**src/rtl/vic_pkg.sv**
```systemverilog
// Package: shared sizes, register addresses and the fixed source-to-vector table.
// Assumes eight sources on three vectors; the group boundaries are constants here.
package vic_pkg;
    localparam int EXT_N    = 3;
    localparam int PER_N    = 5;
    localparam int SRC_N    = EXT_N + PER_N;
    localparam int VEC_N    = 3;
    localparam int SRC_W    = $clog2(SRC_N);
    localparam int VEC_W    = $clog2(VEC_N);
    localparam int SYNC_N   = 2;
    localparam int GRP0_TOP = 1;   // highest source number in vector 0
    localparam int GRP1_TOP = 4;   // highest source number in vector 1

    localparam logic [1:0] RA_ENABLE = 2'd0;
    localparam logic [1:0] RA_POLAR  = 2'd1;
    localparam logic [1:0] RA_PEND   = 2'd2;
    localparam logic [1:0] RA_CTRL   = 2'd3;

    // Vector that a given source belongs to
    function automatic int src_vec(input int s);
        if (s <= GRP0_TOP)      return 0;
        else if (s <= GRP1_TOP) return 1;
        else                    return 2;
    endfunction
endpackage

```
**src/rtl/vic_edge_det.sv**
```systemverilog
// Edge detector for one external pin. It synchronises the pin through STAGES
// flops, keeps one extra history flop, and pulses for one cycle on the edge
// chosen by fall_sel (0 rising, 1 falling). It assumes the pin is asynchronous
// and stays at each level for at least one clock period.
module vic_edge_det #(
    parameter int STAGES = 2
) (
    input  logic clk,
    input  logic rst_n,
    input  logic pin,
    input  logic fall_sel,
    output logic pulse
);
    logic [STAGES:0] shreg;
    logic            synced;
    logic            prev;

    // Shift the pin through the synchroniser and the history flop
    always_ff @(posedge clk) begin
        if (!rst_n) shreg <= '0;
        else        shreg <= {shreg[STAGES-1:0], pin};
    end

    assign synced = shreg[STAGES-1];
    assign prev   = shreg[STAGES];

    // Pick the edge of the programmed polarity
    always_comb begin
        if (fall_sel) pulse = prev & ~synced;
        else          pulse = synced & ~prev;
    end

    AST_EDGE_SINGLE: assert property (@(posedge clk) disable iff (!rst_n)
        pulse |=> (!pulse || !$stable(fall_sel))) else $error("edge pulse repeated");
endmodule

```
**src/rtl/vic_resolver.sv**
```systemverilog
// Priority resolver for one vector. From the live (pending and enabled) sources
// it keeps those that belong to vector VEC_IDX and reports the lowest-numbered
// one. It assumes live is already masked by the per-source enables.
module vic_resolver #(
    parameter  int SRC_N   = 8,
    parameter  int VEC_IDX = 0,
    localparam int SRC_W   = $clog2(SRC_N)
) (
    input  logic [SRC_N-1:0] live,
    output logic             hit,
    output logic [SRC_W-1:0] win
);
    logic [SRC_N-1:0] member;
    logic [SRC_N-1:0] cand;

    for (genvar g = 0; g < SRC_N; g++) begin : g_member
        assign member[g] = (vic_pkg::src_vec(g) == VEC_IDX);
    end

    assign cand = live & member;

    // Find the lowest-numbered candidate
    always_comb begin
        hit = |cand;
        win = '0;
        for (int i = SRC_N - 1; i >= 0; i--) begin
            if (cand[i]) win = SRC_W'(i);
        end
    end

    // Check that any winner is itself a live member of this vector
    always_comb begin
        if (hit) begin
            AST_WIN_IS_LIVE: assert (live[win] && member[win]) else $error("bad winner");
        end
    end
endmodule

```
**src/rtl/vic_top.sv**
```systemverilog
// Vectored edge interrupt controller. Three synchronised, edge-detected pins and
// five peripheral pulses set sticky pending flags. Enabled flags are resolved
// inside each vector, and the lowest live vector is presented. The register
// write port and the acknowledge clear flags, but a new event in the same cycle
// wins. It assumes peripheral pulses and irq_ack are synchronous to clk.
module vic_top
    import vic_pkg::*;
(
    input  logic             clk,
    input  logic             rst_n,
    input  logic [EXT_N-1:0] ext_pin,
    input  logic [PER_N-1:0] per_pulse,
    input  logic             reg_wr,
    input  logic [1:0]       reg_addr,
    input  logic [SRC_N-1:0] reg_wdata,
    output logic [SRC_N-1:0] reg_rdata,
    output logic [VEC_N-1:0] irq_req,
    output logic [VEC_W-1:0] irq_vec,
    output logic [SRC_W-1:0] irq_src,
    input  logic             irq_ack
);
    logic [SRC_N-1:0] en_mask;
    logic [EXT_N-1:0] pol;
    logic [SRC_N-1:0] pending;
    logic             glb_en;

    logic [EXT_N-1:0] ext_edge;
    logic [SRC_N-1:0] set_vec;
    logic [SRC_N-1:0] clr_vec;
    logic [SRC_N-1:0] live;
    logic [VEC_N-1:0] vhit;
    logic [SRC_W-1:0] vwin [VEC_N];

    for (genvar k = 0; k < EXT_N; k++) begin : g_pin
        vic_edge_det #(.STAGES(SYNC_N)) u_edge (
            .clk      (clk),
            .rst_n    (rst_n),
            .pin      (ext_pin[k]),
            .fall_sel (pol[k]),
            .pulse    (ext_edge[k])
        );
    end

    assign set_vec = {per_pulse, ext_edge};
    assign live    = pending & en_mask;

    for (genvar v = 0; v < VEC_N; v++) begin : g_vec
        vic_resolver #(.SRC_N(SRC_N), .VEC_IDX(v)) u_res (
            .live (live),
            .hit  (vhit[v]),
            .win  (vwin[v])
        );
    end

    // Present the lowest-numbered vector that has a live source
    always_comb begin
        irq_req = '0;
        irq_vec = '0;
        irq_src = '0;
        for (int v = VEC_N - 1; v >= 0; v--) begin
            if (vhit[v]) begin
                irq_vec = VEC_W'(v);
                irq_src = vwin[v];
            end
        end
        if (glb_en && |vhit) irq_req[irq_vec] = 1'b1;
    end

    // Gather the flag clears from the acknowledge and from software writes
    always_comb begin
        clr_vec = '0;
        if (irq_ack && |irq_req)                clr_vec[irq_src] = 1'b1;
        if (reg_wr && reg_addr == RA_PEND)      clr_vec = clr_vec | reg_wdata;
    end

    // Update the pending flags; a new event wins over a clear
    always_ff @(posedge clk) begin
        if (!rst_n) pending <= '0;
        else        pending <= (pending & ~clr_vec) | set_vec;
    end

    // Hold the configuration registers
    always_ff @(posedge clk) begin
        if (!rst_n) begin
            en_mask <= '0;
            pol     <= '0;
            glb_en  <= 1'b0;
        end else if (reg_wr) begin
            case (reg_addr)
                RA_ENABLE: en_mask <= reg_wdata;
                RA_POLAR:  pol     <= reg_wdata[EXT_N-1:0];
                RA_CTRL:   glb_en  <= reg_wdata[0];
                default:   ;
            endcase
        end
    end

    // Return the selected register
    always_comb begin
        case (reg_addr)
            RA_ENABLE: reg_rdata = en_mask;
            RA_POLAR:  reg_rdata = {{(SRC_N-EXT_N){1'b0}}, pol};
            RA_PEND:   reg_rdata = pending;
            default:   reg_rdata = {{(SRC_N-1){1'b0}}, glb_en};
        endcase
    end

    AST_ONE_VECTOR: assert property (@(posedge clk) disable iff (!rst_n)
        $onehot0(irq_req)) else $error("several vectors");
    AST_GLOBAL_GATE: assert property (@(posedge clk) disable iff (!rst_n)
        !glb_en |-> (irq_req == '0)) else $error("request while gated");
    AST_REQ_IS_LIVE: assert property (@(posedge clk) disable iff (!rst_n)
        (|irq_req) |-> (pending[irq_src] && en_mask[irq_src])) else $error("request without source");
    AST_ACK_CLEARS: assert property (@(posedge clk) disable iff (!rst_n)
        (irq_ack && |irq_req && !set_vec[irq_src]) |=> !pending[$past(irq_src)]) else $error("ack kept flag");
    AST_PEND_STICKY: assert property (@(posedge clk) disable iff (!rst_n)
        1'b1 |=> ((pending & $past(pending & ~clr_vec)) == $past(pending & ~clr_vec))) else $error("flag lost");
endmodule

```
**config.mk**
```make
export PLATFORM = sky130hd
export DESIGN_NAME = vic_top
export DESIGN_NICKNAME = d
export VERILOG_FILES = /design/src/rtl/vic_pkg.sv /design/src/rtl/vic_edge_det.sv /design/src/rtl/vic_resolver.sv /design/src/rtl/vic_top.sv
export SDC_FILE = /design/constraint.sdc
export NUM_CORES = 1
export LEC_CHECK = 0
export CAP_MARGIN = 15
export CORE_MARGIN = 8
export CORE_UTILIZATION = 50
export CTS_BUF_LIST = sky130_fd_sc_hd__clkbuf_8 sky130_fd_sc_hd__clkbuf_16
export CTS_CLUSTER_SIZE = 16
export DETAILED_ROUTE_END_ITERATION = 12
export GPL_ROUTABILITY_DRIVEN = 0
export PLACE_DENSITY_LB_ADDON = 0.12
export SYNTH_ARGS = -nofsm -noshare
export SYNTH_HDL_FRONTEND = slang
export SYNTH_SLANG_ARGS = --single-unit
```
**constraint.sdc**
```tcl
create_clock -name clk -period 2.4 [get_ports clk]
set_input_delay 0.24 -clock clk [delete_from_list [all_inputs] [get_ports clk]]
set_output_delay 0.24 -clock clk [all_outputs]
set_load 0.02 [all_outputs]
```
### Word level (Yosys, flattened, before mapping)

Cells that the tools add are included.

* reductions and logical operators: 14
* bitwise operators: 17
* order comparisons: 4
* mux-type cells: 25
* equality and inequality tests: 3

Operator list (number)
* two-way mux 3 bit: 11
* one-hot mux 8 bit (3 select lines): 1
* bitwise AND 8 bit: 2
* two-way mux 8 bit: 2
* bitwise OR 8 bit: 2
* OR reduction 3 bit: 3
* NOT 8 bit: 1
* OR reduction 8 bit: 1
* bitwise AND 1 bit: 6
* two-way mux 1 bit: 6
* two-way mux 2 bit: 3
* NOT 1 bit: 6
* AND reduction 2 bit: 3
* logical AND 1 bit: 5
* == test 2 bit (second input constant): 2
* < comparator 3 x 4 -> 1 bit (second input constant): 1
* demux 1 bit (select 3 bit): 1
* greater-or-equal comparator 3 x 1 -> 1 bit (second input constant): 1
* < comparator 2 x 3 -> 1 bit (second input constant): 1
* demux 1 bit (select 2 bit): 1
* == test 2 x 1 -> 1 bit (second input constant): 1
* greater-or-equal comparator 2 x 1 -> 1 bit (second input constant): 1
* zero test 2 bit: 1
* OR reduction 2 bit: 1

* output and inout port bits: 16
* register bits: 29
* bits of input ports: 22
* logic and storage cells: 70

### Depth between registers and ports, before layout

Gate-level depths: netlist of run 1.

* depth after elaboration: 18
* depth in mapped cells: 6
* depth with buffers taken out: 6

### Cells and area by module

Synthesis of run 1 repeated with hierarchy kept, for this count alone.

* cells, all modules: 181
* area, all modules: 1602.8 um2

By module, submodules not included
* vic_top: times used 1, sequential area each 400.4 um2, area each 1209.9 um2, cells each 139
* vic_edge_det: times used 3, sequential area each 60.1 um2, area each 101.3 um2, cells each 9
* vic_resolver (g_vec[0].u_res): times used 1, sequential area each 0.0 um2, area each 31.3 um2, cells each 5
* vic_resolver (g_vec[2].u_res): times used 1, sequential area each 0.0 um2, area each 31.3 um2, cells each 6
* vic_resolver (g_vec[1].u_res): times used 1, sequential area each 0.0 um2, area each 26.3 um2, cells each 4

### Least setup slack after synthesis of run 1

OpenSTA, ideal clock, no wires.

* kind: register to output
* start: reg pending[2]
* end: out irq_req[2]
* arrival: 1.439 ns
* stages on the path, launching flop included: 5
* required time: 2.160 ns
* buffers on the path: 0
* path slack: 0.721 ns
* cell sequence: dfxtp_1 a22oi_1 nand2_1 a221oi_2 and2_1

* cells in the longest elaborated chain, start to end: 9
* elaborated cells between the ends (all ways): 12
* those cells by class: order compare: 2; mux: 5; bitwise: 1; reduce/logical: 4

RTL lines
* from (decl): line vic_top.sv:24 `logic [SRC_N-1:0] pending;`
* from (signal assigned): line vic_top.sv:79 `else pending <= (pending & ~clr_vec) | set_vec;`
* bitwise AND 8 bit (*): line vic_top.sv:45 `assign live = pending & en_mask;`
* OR reduction 3 bit (*): line vic_resolver.sv:24 `hit = |cand;`
* two-way mux 2 bit (*) (2 in a row): line vic_top.sv:61 `if (vhit[v]) begin`
* net irq_vec[1]: line vic_top.sv:18 `output logic [VEC_W-1:0] irq_vec,`
* < comparator 2 x 3 -> 1 bit (implied by the code) / greater-or-equal comparator 2 x 1 -> 1 bit (equally long branches): line vic_top.sv:66 `if (glb_en && |vhit) irq_req[irq_vec] = 1'b1;`
* logical AND 1 bit (implied by the code): line vic_top.sv:66
* two-way mux 1 bit (implied by the code): line vic_top.sv:66
* demux 1 bit (select 2 bit) (*): line vic_top.sv:66
* two-way mux 3 bit (*): line vic_top.sv:66
* to (decl): line vic_top.sv:17 `output logic [VEC_N-1:0] irq_req,`

The timed path passes the listed nets; every way through them passes the cells marked *.

### Worst setup path in the final report of run 1

* start: reg pending[1]
* end: out irq_req[2]

* cells in the longest elaborated chain, start to end: 8
* elaborated cells between the ends (all ways): 11
* those cells by class: order compare: 2; mux: 4; bitwise: 1; reduce/logical: 4

RTL lines (line)
* bitwise AND 8 bit (*): vic_top.sv:45
* OR reduction 2 bit: vic_resolver.sv:24
* two-way mux 2 bit: vic_top.sv:61
* < comparator 2 x 3 -> 1 bit (implied by the code) / greater-or-equal comparator 2 x 1 -> 1 bit (equally long branches): vic_top.sv:66
* logical AND 1 bit (implied by the code): vic_top.sv:66
* two-way mux 1 bit (implied by the code): vic_top.sv:66
* demux 1 bit (select 2 bit): vic_top.sv:66
* two-way mux 3 bit (*): vic_top.sv:66

Mark *: on every way between the ends. The rest lies on a longest branch, timed or not.

==> run_summary.xml, run 1 <==
<?xml version="1.0" encoding="UTF-8"?>
<metrics>
  <group name="critical_path">
    <metric name="worstSetupEndpointType" unit="">primary output</metric>
    <metric name="timing.critical_path.buf_inv" unit="">1</metric>
    <metric name="worst_path_max_delay_cell" unit="">sky130_fd_sc_hd__clkdlybuf4s50_1</metric>
    <metric name="crit_cells" unit="">5</metric>
    <metric name="worst_path_cell_trace" unit="">a22oi_1 -&gt; nand2_1 -&gt; a221oi_2 -&gt; and2_1 -&gt; clkdlybuf4s50_1</metric>
    <metric name="crit_arrival" unit="ps">2030</metric>
    <metric name="crit_end" unit="">irq_req[2]</metric>
    <metric name="rr_worst_depth" unit="">5</metric>
    <metric name="setup.worst_path.start" unit="">pending[1]</metric>
    <metric name="worstReg2RegEnd" unit="">pending[2]</metric>
    <metric name="timing.critical_path.fanout_max" unit="">5</metric>
    <metric name="regToRegSetupSlack" unit="ps">900</metric>
    <metric name="startpoint_kind_of_the_worst_setup_timing_path" unit="">register</metric>
    <metric name="crit_required" unit="ps">2160</metric>
    <metric name="worst_path_dominant_cell_family" unit="">buffers and inverters</metric>
    <metric name="critical_path.reg2reg.startpoint" unit="">pending[3]</metric>
    <metric name="worstSetupPathType" unit="">reg2out</metric>
    <metric name="critical-path-max-stage-delay" unit="ps">600</metric>
  </group>
  <group name="power_and_ir_drop">
    <metric name="p_switching" unit="W">0.000272</metric>
    <metric name="power_report.internal_total" unit="W">0.000790</metric>
    <metric name="power.combinational.fraction" unit="">0.153</metric>
    <metric name="power-per-cell-area" unit="nW/um2">546</metric>
    <metric name="register_share_of_total_power" unit="">0.495</metric>
    <metric name="design_power_total" unit="W">0.00106</metric>
    <metric name="p_clk_frac" unit="">0.352</metric>
    <metric name="power.switching_fraction" unit="">0.256</metric>
    <metric name="power_leakage" unit="nW">0.755</metric>
    <metric name="max-vdd-ir-drop" unit="mV">0.412</metric>
  </group>
  <group name="synthesis">
    <metric name="yosys_warnings" unit="">0</metric>
    <metric name="asyncSetResetFlopFracSynth" unit="">0</metric>
    <metric name="yosys.area_share.adder" unit="">0</metric>
    <metric name="yosys-mux-area-fraction" unit="">0.128</metric>
    <metric name="synthesis.nets" unit="">186</metric>
    <metric name="combinational_family_with_the_most_area_after_synthesis" unit="">simple AND/OR/NAND/NOR gates</metric>
    <metric name="postSynthRegisterBits" unit="">29</metric>
    <metric name="synth-edff-count" unit="">0</metric>
    <metric name="synth_sequential_area_ratio" unit="">0.407</metric>
    <metric name="synth_simple_gate_area_frac" unit="">0.274</metric>
    <metric name="synth_compound_gate_area_share" unit="">0.164</metric>
    <metric name="synthFlopType" unit="">sky130_fd_sc_hd__dfxtp_1</metric>
    <metric name="synth_xor_xnor_area_share" unit="">0</metric>
    <metric name="synthDistinctLibCells" unit="">25</metric>
    <metric name="post_synth_inst_count" unit="">164</metric>
    <metric name="synthesis.area_per_instance" unit="um2">8.70</metric>
    <metric name="syn-cell-area" unit="um2">1430</metric>
  </group>
  <group name="finish">
    <metric name="post_route_cells_drive_above_1_share" unit="">0.0905</metric>
    <metric name="nets" unit="">231</metric>
    <metric name="post-route-cell-area" unit="um2">1950</metric>
    <metric name="insertedDiodeCount" unit="">0</metric>
    <metric name="area.growth.synth_to_final" unit="%">36.5</metric>
  </group>
  <group name="timing">
    <metric name="rsz0062_at_grt" unit="">false</metric>
    <metric name="layout_worst_path_cycle_share" unit="">0.945</metric>
    <metric name="hold_violations" unit="">0</metric>
    <metric name="fin_setup_tns" unit="ps">0</metric>
    <metric name="timing.fmax" unit="GHz">0.441</metric>
    <metric name="final-setup-viol-count" unit="">0</metric>
    <metric name="rel_slew_slack" unit="">0.429</metric>
    <metric name="final.min_clock_period" unit="ps">2270</metric>
    <metric name="skew" unit="ps">4.92</metric>
    <metric name="number_of_max_slew_violations_in_the_final_report" unit="">0</metric>
    <metric name="max_slew.worst_pin.slew" unit="ps">853</metric>
  </group>
  <group name="global_route">
    <metric name="initial_antenna_violation_count" unit="">0</metric>
    <metric name="globalRoute.totalOverflow" unit="">0</metric>
    <metric name="grt_max_degree" unit="">30</metric>
    <metric name="number_of_global_route_vias_before_repair" unit="">1355</metric>
    <metric name="global_route.usage.total" unit="">0.154</metric>
    <metric name="global_route_wire_length_before_repair" unit="um">6090</metric>
  </group>
  <group name="floorplan">
    <metric name="core.rowCount" unit="">19</metric>
    <metric name="ioPinCount" unit="">38</metric>
    <metric name="die_height" unit="um">69.4</metric>
    <metric name="total_die_area" unit="um2">4820</metric>
    <metric name="core" unit="um2">2730</metric>
    <metric name="start_util" unit="">0.522</metric>
    <metric name="die_x" unit="um">69.4</metric>
  </group>
  <group name="detailed_routing">
    <metric name="drt.antenna.violating_nets" unit="">0</metric>
    <metric name="finalWirelength" unit="um">3710</metric>
    <metric name="drcViolationCount" unit="">0</metric>
    <metric name="drt_pre_antenna_iters" unit="">4</metric>
    <metric name="routed_wire_length_per_instance" unit="um">15.4</metric>
    <metric name="drt_initial_violations" unit="">87</metric>
    <metric name="detailroute.via_count" unit="">1346</metric>
    <metric name="route.detailed.vias_per_inst" unit="">5.59</metric>
  </group>
  <group name="placed_design">
    <metric name="placement.cell_area" unit="um2">1860</metric>
    <metric name="place.port_buffers" unit="">37</metric>
    <metric name="dp_hpwl" unit="um">2800</metric>
  </group>
  <group name="outcome">
    <metric name="status" unit="">finished, final reports clean</metric>
  </group>
  <group name="cts">
    <metric name="clk-insertion-delay-late" unit="ps">280</metric>
    <metric name="quantity_of_gates_resized_following_cts" unit="">0</metric>
    <metric name="clk_pin_slew_worst_paths" unit="ps">60</metric>
    <metric name="clkSinkCount" unit="">29</metric>
    <metric name="tritoncts" unit="">built</metric>
    <metric name="cts.root.buffer_cell" unit="">sky130_fd_sc_hd__clkbuf_8</metric>
    <metric name="postCtsSetupBuffers" unit="">0</metric>
    <metric name="clk_path_buf_depth" unit="">2</metric>
    <metric name="ctsHoldBuffers" unit="">0</metric>
    <metric name="depth_of_the_cts_h_tree" unit="">2</metric>
    <metric name="tritoncts.num_buffers" unit="">5</metric>
  </group>
  <group name="min_path">
    <metric name="hold_path.class" unit="">reg2reg</metric>
  </group>
  <group name="run">
    <metric name="max_cap_violations" unit="">0</metric>
  </group>
</metrics>
## metal layers
layer / vias to the layer above / global-route usage / routed length, um
met5: - / 0 / 0
met4: 0 / 0.0661 / 69
met3: 9 / 0.0601 / 230
met2: 41 / 0.257 / 1770
met1: 634 / 0.169 / 1630
li1: 662 / - / -
## worst min path at each step
stage                                   startpoint                        to  depth (start not counted)
after floorplan                       per_pulse[0]                pending[3]                          1
after global placement    g_pin[0].u_edge.shreg[0]  g_pin[0].u_edge.shreg[1]                          1
after detailed placement  g_pin[0].u_edge.shreg[0]  g_pin[0].u_edge.shreg[1]                          1
after CTS                 g_pin[0].u_edge.shreg[0]  g_pin[0].u_edge.shreg[1]                          1
after global routing      g_pin[2].u_edge.shreg[0]  g_pin[2].u_edge.shreg[1]                          1
final                     g_pin[0].u_edge.shreg[0]  g_pin[0].u_edge.shreg[1]                          1
## state kept, by name, summed over array words and instances (netlist names)
register	cells
pending	8
glb_en	1
pol	3
g_pin.u_edge.shreg	9
en_mask	8
## synth_stat cells, types with 3 or more instances
cell | instances | area, um2
sky130_fd_sc_hd__a21boi_0 | 4 | 30.0
sky130_fd_sc_hd__a21oi_1 | 11 | 55.1
sky130_fd_sc_hd__a22oi_1 | 4 | 30.0
sky130_fd_sc_hd__and2_1 | 11 | 68.8
sky130_fd_sc_hd__and3b_1 | 3 | 26.3
sky130_fd_sc_hd__buf_2 | 4 | 20.0
sky130_fd_sc_hd__clkbuf_1 | 3 | 11.3
sky130_fd_sc_hd__dfxtp_1 | 29 | 581
sky130_fd_sc_hd__mux2i_1 | 16 | 160
sky130_fd_sc_hd__nand2_1 | 27 | 101
sky130_fd_sc_hd__nand3_1 | 8 | 40.0
sky130_fd_sc_hd__nor2_1 | 8 | 30.0
sky130_fd_sc_hd__nor2b_1 | 12 | 75.1
sky130_fd_sc_hd__nor3b_1 | 4 | 30.0
sky130_fd_sc_hd__o21a_1 | 5 | 37.5
sky130_fd_sc_hd__o31a_1 | 3 | 26.3
## power by group through the flow
stage                     clock, W  sequential, W  combinational, W
after floorplan                  0       0.000529         0.0000841
after global placement           0       0.000534          0.000159
after detailed placement         0       0.000535          0.000162
after CTS                 0.000386       0.000525          0.000163
after global routing      0.000413       0.000528          0.000176
final                     0.000374       0.000525          0.000162
## placed cells by master, fill, tap and decap left out, types with 3 or more instances in the layout
cell	n
sky130_fd_sc_hd__clkdlybuf4s50_1	37
sky130_fd_sc_hd__clkbuf_8	5
sky130_fd_sc_hd__nor2b_1	12
sky130_fd_sc_hd__o21a_1	5
sky130_fd_sc_hd__nand3_1	8
sky130_fd_sc_hd__a22oi_1	4
sky130_fd_sc_hd__mux2i_1	16
sky130_fd_sc_hd__dfxtp_1	29
sky130_fd_sc_hd__and2_1	11
sky130_fd_sc_hd__a21boi_0	4
sky130_fd_sc_hd__a21oi_1	11
sky130_fd_sc_hd__nor3b_1	4
sky130_fd_sc_hd__buf_4	8
sky130_fd_sc_hd__and3b_1	3
sky130_fd_sc_hd__o31a_1	3
sky130_fd_sc_hd__nor2_1	8
sky130_fd_sc_hd__nand2_1	27
## stage by stage
stage                     hold WS (ps)  cells  utilization  setup slack, ps
final                              432    241        0.712              132
after global routing               465    241        0.712             31.6
after CTS                          435    241        0.712              122
after detailed placement           420    233        0.682              293
after global placement             414    233        0.682              300
after floorplan                    364    164            -              721
## layout make-up
type                            instances  area [um2]
Clock buffer                            5        68.8
Clock inverter                          3        13.8
Fill cell                             230         787
Inverter                                2        7.51
Multi-Input combinational cell        126         807
Sequential cell                        29         581
Tap cell                               31        38.8
Timing Repair Buffer                   45         430
## kinds of logic (layout without fill, tap and decap cells)
logic type	Yosys count	count (layout)
simple gates	76	76
compound gates	33	33
flops	29	29
mux	17	17
buf+inv	9	55
(Power assumes the default switching activity.)
==> run 2: changes to the inputs <==
- ABC_AREA: not set -> 1
==> run_summary.xml, run 2 <==
<?xml version="1.0" encoding="UTF-8"?>
<metrics>
  <group name="timing">
    <metric name="final.min_clock_period" unit="ps">2210</metric>
    <metric name="hold_violations" unit="">0</metric>
    <metric name="skew" unit="ps">3.86</metric>
    <metric name="rel_slew_slack" unit="">0.764</metric>
    <metric name="final-setup-viol-count" unit="">0</metric>
    <metric name="fin_setup_tns" unit="ps">0</metric>
    <metric name="layout_worst_path_cycle_share" unit="">0.921</metric>
    <metric name="rsz0062_at_grt" unit="">false</metric>
    <metric name="number_of_max_slew_violations_in_the_final_report" unit="">0</metric>
    <metric name="hold_slack" unit="ps">418</metric>
    <metric name="max_slew.worst_pin.slew" unit="ps">353</metric>
    <metric name="timing.fmax" unit="GHz">0.453</metric>
  </group>
  <group name="global_route">
    <metric name="global_route.usage.total" unit="">0.153</metric>
    <metric name="grt_max_degree" unit="">15</metric>
    <metric name="initial_antenna_violation_count" unit="">0</metric>
    <metric name="global_route_wire_length_before_repair" unit="um">6290</metric>
    <metric name="number_of_global_route_vias_before_repair" unit="">1440</metric>
    <metric name="globalRoute.totalOverflow" unit="">0</metric>
  </group>
  <group name="synthesis">
    <metric name="synthesis.nets" unit="">252</metric>
    <metric name="synthDistinctLibCells" unit="">19</metric>
    <metric name="most_common_cell_in_the_netlist" unit="">sky130_fd_sc_hd__nand2_1</metric>
    <metric name="syn-cell-area" unit="um2">1510</metric>
    <metric name="synthFlopType" unit="">sky130_fd_sc_hd__dfxtp_1</metric>
    <metric name="netlist_top_cells_count" unit="">49 x sky130_fd_sc_hd__nand2_1, 42 x sky130_fd_sc_hd__inv_1, 29 x sky130_fd_sc_hd__dfxtp_1</metric>
    <metric name="synth_sequential_area_ratio" unit="">0.384</metric>
    <metric name="synth-edff-count" unit="">0</metric>
    <metric name="synth_area_leaders" unit="">sky130_fd_sc_hd__dfxtp_1 38%, sky130_fd_sc_hd__nand2_1 12%, sky130_fd_sc_hd__inv_1 10%</metric>
    <metric name="asyncSetResetFlopFracSynth" unit="">0</metric>
    <metric name="postSynthRegisterBits" unit="">29</metric>
    <metric name="synth_area_leader_cell" unit="">sky130_fd_sc_hd__dfxtp_1</metric>
    <metric name="post_synth_inst_count" unit="">230</metric>
    <metric name="yosys_warnings" unit="">0</metric>
    <metric name="netlist.area_leader.share" unit="">0.384</metric>
    <metric name="synthesis.area_per_instance" unit="um2">6.57</metric>
  </group>
  <group name="critical_path">
    <metric name="timing.critical_path.fanout_max" unit="">8</metric>
    <metric name="rr_worst_depth" unit="">9</metric>
    <metric name="worstSetupEndpointType" unit="">primary output</metric>
    <metric name="crit_arrival" unit="ps">1970</metric>
    <metric name="worstSetupPathType" unit="">in2out</metric>
    <metric name="crit_required" unit="ps">2160</metric>
    <metric name="startpoint_kind_of_the_worst_setup_timing_path" unit="">input port</metric>
    <metric name="regToRegSetupSlack" unit="ps">1000</metric>
    <metric name="critical_path.reg2reg.startpoint" unit="">pending[3]</metric>
    <metric name="worstReg2RegEnd" unit="">pending[7]</metric>
  </group>
  <group name="cts">
    <metric name="clk_path_buf_depth" unit="">2</metric>
    <metric name="tritoncts.num_buffers" unit="">5</metric>
    <metric name="clk-insertion-delay-late" unit="ps">280</metric>
    <metric name="quantity_of_gates_resized_following_cts" unit="">0</metric>
    <metric name="tritoncts" unit="">built</metric>
    <metric name="depth_of_the_cts_h_tree" unit="">2</metric>
    <metric name="cts.root.buffer_cell" unit="">sky130_fd_sc_hd__clkbuf_8</metric>
    <metric name="clkSinkCount" unit="">29</metric>
    <metric name="clk_pin_slew_worst_paths" unit="ps">60</metric>
    <metric name="postCtsSetupBuffers" unit="">0</metric>
    <metric name="ctsHoldBuffers" unit="">0</metric>
  </group>
  <group name="detailed_routing">
    <metric name="finalWirelength" unit="um">3720</metric>
    <metric name="drt_initial_violations" unit="">52</metric>
    <metric name="detailroute.via_count" unit="">1536</metric>
    <metric name="drcViolationCount" unit="">0</metric>
    <metric name="routed_wire_length_per_instance" unit="um">12.1</metric>
    <metric name="drt_pre_antenna_iters" unit="">4</metric>
    <metric name="route.detailed.vias_per_inst" unit="">4.99</metric>
    <metric name="drt.antenna.violating_nets" unit="">0</metric>
  </group>
  <group name="finish">
    <metric name="largestRegisters" unit="">g_pin.u_edge.shreg: 9 flops, en_mask: 8 flops, pending: 8 flops</metric>
    <metric name="most-common-layout-cells" unit="">49 x sky130_fd_sc_hd__nand2_1, 42 x sky130_fd_sc_hd__inv_1, 37 x sky130_fd_sc_hd__clkdlybuf4s50_1</metric>
    <metric name="final_common_cell" unit="">sky130_fd_sc_hd__nand2_1</metric>
    <metric name="insertedDiodeCount" unit="">0</metric>
    <metric name="post-route-util" unit="">0.688</metric>
    <metric name="post_route_cells_drive_above_1_share" unit="">0.105</metric>
    <metric name="nets" unit="">296</metric>
    <metric name="largest_register" unit="">g_pin.u_edge.shreg</metric>
    <metric name="area.growth.synth_to_final" unit="%">34.5</metric>
    <metric name="finish.cell_count_without_fillers" unit="">308</metric>
    <metric name="flip_flop_count_of_the_largest_register_after_layout" unit="">9</metric>
  </group>
  <group name="min_path">
    <metric name="min_from" unit="">g_pin[1].u_edge.shreg[0]</metric>
    <metric name="whs_endpoint" unit="">g_pin[1].u_edge.shreg[1]</metric>
    <metric name="min_delay_path_depth" unit="">2</metric>
    <metric name="hold_path.class" unit="">reg2reg</metric>
  </group>
  <group name="floorplan">
    <metric name="ioPinCount" unit="">38</metric>
    <metric name="die_x" unit="um">71.0</metric>
    <metric name="core" unit="um2">2950</metric>
    <metric name="total_die_area" unit="um2">5040</metric>
    <metric name="start_util" unit="">0.511</metric>
    <metric name="die_height" unit="um">71.0</metric>
    <metric name="core.rowCount" unit="">20</metric>
  </group>
  <group name="power_and_ir_drop">
    <metric name="design_power_total" unit="W">0.00118</metric>
    <metric name="power_leakage" unit="nW">1.03</metric>
    <metric name="power-per-cell-area" unit="nW/um2">579</metric>
    <metric name="max-vdd-ir-drop" unit="mV">0.425</metric>
  </group>
  <group name="placed_design">
    <metric name="place.port_buffers" unit="">37</metric>
    <metric name="placedCellCount" unit="">300</metric>
    <metric name="dp_hpwl" unit="um">3000</metric>
  </group>
  <group name="run">
    <metric name="max_cap_violations" unit="">0</metric>
  </group>
  <group name="outcome">
    <metric name="status" unit="">finished, final reports clean</metric>
  </group>
</metrics>
[run 2: cell types whose count changed in the layout (fill, tap and decap cells not counted), moves of 5 or more]
cell / delta
sky130_fd_sc_hd__o21a_1: -5
sky130_fd_sc_hd__nand2_2: +7
sky130_fd_sc_hd__nand3_1: +10
sky130_fd_sc_hd__nor2_1: +11
sky130_fd_sc_hd__inv_1: +40
sky130_fd_sc_hd__a21oi_1: +9
sky130_fd_sc_hd__mux2i_1: -16
sky130_fd_sc_hd__nor2b_1: -12
sky130_fd_sc_hd__and2_1: -11
sky130_fd_sc_hd__o21ai_0: +20
sky130_fd_sc_hd__nand2_1: +22
[run 2: cell type report]
class | instances | area (um2)
multi-input combinational | 150 | 728
clock buffer | 7 | 96.3
fill | 295 | 921
sequential | 29 | 581
tap | 33 | 41.3
timing repair buffer | 42 | 408
inverter | 46 | 173
clock inverter | 1 | 5.00
[run 2: stage by stage]
stage	setup WS, ps	cell area [um2]
2_1_floorplan	988	1510
3_3_place_gp	216	1930
3_5_place_dp	193	1930
4_1_cts	183	2030
5_1_grt	77.8	2030
6_report	190	2030
[run 2: metal layers]
layer / part of all wire / global-route usage / vias to the layer above / wire length, um
met4: 0.011 / 0.0485 / 0 / 41
met3: 0.045 / 0.0565 / 6 / 169
met1: 0.46 / 0.170 / 688 / 1700
met2: 0.49 / 0.263 / 30 / 1810
li1: - / - / 812 / -
met5: 0 / 0 / - / 0
[run 2: report_power, final]
| group | leakage, nW | internal [W] | switching, W |
|---|---|---|---|
| registers | 0.239 | 0.000507 | 0.0000185 |
| clock network | 0.0542 | 0.000259 | 0.000180 |
| logic | 0.733 | 0.0000992 | 0.000113 |
| total | 1.03 | 0.000865 | 0.000312 |
[run 2: kinds of logic (layout without fill, tap and decap cells)]
logic type	Yosys count	count (layout)	share of synthesized area
buffers and inverters	51	96	0.133
AOI/OAI and AO/OA	51	51	0.189
DFF	29	29	0.384
and+or+nand+nor	99	99	0.293
[run 2: how the worst max path moves through the flow]
stage / startpoint / end / slack, ps / depth (start not counted)
floorplan: reg_addr[0] / reg_rdata[0] / 990 / 5
global placement: reg_addr[1] / reg_rdata[1] / 220 / 7
detailed placement: reg_addr[1] / reg_rdata[1] / 190 / 7
CTS: reg_addr[1] / reg_rdata[1] / 180 / 7
global route: reg_addr[1] / reg_rdata[1] / 80 / 7
finish: reg_addr[1] / reg_rdata[1] / 190 / 7
[run 2: worst max-delay path: stages]
cell,delay (ps)
sky130_fd_sc_hd__clkdlybuf4s50_1,500
sky130_fd_sc_hd__inv_2,60
sky130_fd_sc_hd__nor2_1,210
sky130_fd_sc_hd__buf_4,210
sky130_fd_sc_hd__nand2_1,60
sky130_fd_sc_hd__nand3_1,70
sky130_fd_sc_hd__clkdlybuf4s50_1,610
==> run 3: changes to the inputs <==
- ABC_CLOCK_PERIOD_IN_PS: not set -> 2400
- RECOVER_POWER: not set -> 100
==> run_summary.xml, run 3 (synthesis gave the netlist of run 2 again) <==
<?xml version="1.0" encoding="UTF-8"?>
<metrics>
  <group name="outcome">
    <metric name="status" unit="">finished, final reports clean</metric>
  </group>
  <group name="critical_path">
    <metric name="crit_required" unit="ps">2160</metric>
    <metric name="timing.critical_path.fanout_max" unit="">6</metric>
    <metric name="regToRegSetupSlack" unit="ps">1000</metric>
    <metric name="worst_path_max_delay_cell" unit="">sky130_fd_sc_hd__clkdlybuf4s50_1</metric>
    <metric name="worstSetupPathType" unit="">in2out</metric>
    <metric name="crit_arrival" unit="ps">2040</metric>
    <metric name="rr_worst_depth" unit="">9</metric>
    <metric name="critical-path-max-stage-delay" unit="ps">610</metric>
    <metric name="critical_path.most_common_cell" unit="">sky130_fd_sc_hd__buf_4</metric>
    <metric name="critical_path.reg2reg.startpoint" unit="">pending[6]</metric>
    <metric name="startpoint_kind_of_the_worst_setup_timing_path" unit="">input port</metric>
    <metric name="worstSetupEndpointType" unit="">primary output</metric>
    <metric name="worst_path_cell_trace" unit="">dlygate4sd3_1 -&gt; buf_4 -&gt; nor2_4 -&gt; buf_4 -&gt; nand2_1 -&gt; nand3_1 -&gt; clkdlybuf4s50_1</metric>
    <metric name="worstReg2RegEnd" unit="">pending[7]</metric>
    <metric name="worst_path_dominant_cell_family" unit="">buffers and inverters</metric>
    <metric name="timing.critical_path.buf_inv" unit="">4</metric>
  </group>
  <group name="min_path">
    <metric name="whs_endpoint" unit="">g_pin[1].u_edge.shreg[1]</metric>
    <metric name="min_delay_path_depth" unit="">2</metric>
    <metric name="min_from" unit="">g_pin[1].u_edge.shreg[0]</metric>
    <metric name="hold_path.class" unit="">reg2reg</metric>
  </group>
  <group name="timing">
    <metric name="max_slew.worst_pin.slew" unit="ps">531</metric>
    <metric name="hold_slack" unit="ps">418</metric>
    <metric name="final.min_clock_period" unit="ps">2280</metric>
    <metric name="rsz0062_at_grt" unit="">false</metric>
    <metric name="skew" unit="ps">3.82</metric>
    <metric name="rel_slew_slack" unit="">0.646</metric>
    <metric name="fin_setup_tns" unit="ps">0</metric>
    <metric name="number_of_max_slew_violations_in_the_final_report" unit="">0</metric>
    <metric name="final-setup-viol-count" unit="">0</metric>
    <metric name="hold_violations" unit="">0</metric>
    <metric name="layout_worst_path_cycle_share" unit="">0.950</metric>
    <metric name="timing.fmax" unit="GHz">0.439</metric>
  </group>
  <group name="cts">
    <metric name="clk-insertion-delay-late" unit="ps">280</metric>
    <metric name="tritoncts.num_buffers" unit="">5</metric>
    <metric name="depth_of_the_cts_h_tree" unit="">2</metric>
    <metric name="ctsHoldBuffers" unit="">0</metric>
    <metric name="quantity_of_gates_resized_following_cts" unit="">0</metric>
    <metric name="clk_pin_slew_worst_paths" unit="ps">60</metric>
    <metric name="cts.root.buffer_cell" unit="">sky130_fd_sc_hd__clkbuf_8</metric>
    <metric name="clk_path_buf_depth" unit="">2</metric>
    <metric name="postCtsSetupBuffers" unit="">0</metric>
    <metric name="clkSinkCount" unit="">29</metric>
    <metric name="tritoncts" unit="">built</metric>
  </group>
  <group name="detailed_routing">
    <metric name="route.detailed.vias_per_inst" unit="">4.99</metric>
    <metric name="routed_wire_length_per_instance" unit="um">12.1</metric>
    <metric name="detailroute.via_count" unit="">1537</metric>
    <metric name="finalWirelength" unit="um">3740</metric>
    <metric name="drt.antenna.violating_nets" unit="">0</metric>
    <metric name="drt_initial_violations" unit="">54</metric>
    <metric name="drt_pre_antenna_iters" unit="">4</metric>
    <metric name="drcViolationCount" unit="">0</metric>
  </group>
  <group name="power_and_ir_drop">
    <metric name="design_power_total" unit="W">0.00117</metric>
    <metric name="max-vdd-ir-drop" unit="mV">0.424</metric>
    <metric name="power.switching_fraction" unit="">0.265</metric>
    <metric name="p_clk_frac" unit="">0.375</metric>
    <metric name="power_report.internal_total" unit="W">0.000860</metric>
    <metric name="power_leakage" unit="nW">1.06</metric>
    <metric name="power.combinational.fraction" unit="">0.176</metric>
    <metric name="p_switching" unit="W">0.000311</metric>
    <metric name="register_share_of_total_power" unit="">0.449</metric>
    <metric name="power-per-cell-area" unit="nW/um2">579</metric>
  </group>
  <group name="placed_design">
    <metric name="dp_hpwl" unit="um">3000</metric>
    <metric name="place.port_buffers" unit="">37</metric>
  </group>
  <group name="finish">
    <metric name="area.growth.synth_to_final" unit="%">34.0</metric>
    <metric name="most-common-layout-cells" unit="">51 x sky130_fd_sc_hd__nand2_1, 43 x sky130_fd_sc_hd__inv_1, 29 x sky130_fd_sc_hd__dfxtp_1</metric>
    <metric name="filler_cell_count" unit="">296</metric>
    <metric name="largest_register" unit="">g_pin.u_edge.shreg</metric>
    <metric name="final_common_cell" unit="">sky130_fd_sc_hd__nand2_1</metric>
    <metric name="insertedDiodeCount" unit="">0</metric>
    <metric name="post_route_cells_drive_above_1_share" unit="">0.0909</metric>
    <metric name="nets" unit="">296</metric>
    <metric name="area_occupied_by_multi_input_gates" unit="um2">723</metric>
    <metric name="flip_flop_count_of_the_largest_register_after_layout" unit="">9</metric>
    <metric name="largestRegisters" unit="">g_pin.u_edge.shreg: 9 flops, en_mask: 8 flops, pending: 8 flops</metric>
    <metric name="layout.area.seq" unit="um2">581</metric>
  </group>
  <group name="floorplan">
    <metric name="core.rowCount" unit="">20</metric>
    <metric name="die_x" unit="um">71.0</metric>
    <metric name="ioPinCount" unit="">38</metric>
    <metric name="die_height" unit="um">71.0</metric>
    <metric name="total_die_area" unit="um2">5040</metric>
    <metric name="start_util" unit="">0.511</metric>
    <metric name="core" unit="um2">2950</metric>
  </group>
  <group name="run">
    <metric name="max_cap_violations" unit="">0</metric>
  </group>
  <group name="global_route">
    <metric name="global_route.usage.total" unit="">0.153</metric>
    <metric name="initial_antenna_violation_count" unit="">0</metric>
    <metric name="number_of_global_route_vias_before_repair" unit="">1440</metric>
    <metric name="global_route_wire_length_before_repair" unit="um">6290</metric>
    <metric name="grt_max_degree" unit="">15</metric>
    <metric name="globalRoute.totalOverflow" unit="">0</metric>
  </group>
</metrics>
-- run 3: cell count changes in the layout (fill, tap and decap cells not counted), moves of 2 or more --
cell	change
sky130_fd_sc_hd__clkdlybuf4s50_1	-12
sky130_fd_sc_hd__dlygate4sd3_1	+12
sky130_fd_sc_hd__nand2_1	+2
sky130_fd_sc_hd__nand2_2	-2
-- run 3: worst max-delay path by stage --
stage / start / to / slack (ps) / cells after the start
detailed placement: reg_addr[1] / reg_rdata[1] / 190 / 7
CTS: reg_addr[1] / reg_rdata[1] / 180 / 7
global route: reg_addr[0] / reg_rdata[1] / 50 / 6
floorplan: reg_addr[0] / reg_rdata[0] / 990 / 5
finish: reg_addr[0] / reg_rdata[1] / 120 / 7
global placement: reg_addr[1] / reg_rdata[1] / 220 / 7
-- run 3: through the flow --
stage	worst slack (ps)	instance area, um2	instances	utilization
floorplan	988	1510	230	-
global placement	216	1930	300	0.654
detailed placement	193	1930	300	0.654
CTS	183	2030	308	0.688
global route	46.0	2020	308	0.685
finish	121	2020	308	0.685
-- run 3: cell type report --
cell class              instances  area share
clock buffers                   7      0.0476
clock inverters                 1     0.00247
inverters                      46      0.0853
multi-input cells             150       0.357
flip-flops and latches         29       0.287
well taps                      33      0.0204
repair buffers                 42       0.200
-- run 3: power by group through the flow --
| stage | clock [W] | sequential, W | combinational [W] |
|---|---|---|---|
| final | 0.000439 | 0.000526 | 0.000206 |
| after global routing | 0.000469 | 0.000529 | 0.000228 |
| after CTS | 0.000444 | 0.000526 | 0.000213 |
| after detailed placement | 0 | 0.000536 | 0.000213 |
| after global placement | 0 | 0.000536 | 0.000209 |
| after floorplan | 0 | 0.000531 | 0.000121 |
-- run 3: layer usage --
| layer | global-route usage | wire length, um | vias up |
|---|---|---|---|
| li1 | - | - | 814 |
| met1 | 0.170 | 1690 | 683 |
| met2 | 0.263 | 1810 | 34 |
| met3 | 0.0565 | 197 | 6 |
| met4 | 0.0485 | 41 | 0 |
| met5 | 0 | 0 | - |
-- run 3: tightest hold or removal path: cells and delay by family (launching register included) --
family	cells	cell delay, ps
buf+inv	1	40
flops	1	310
simple gates	1	50
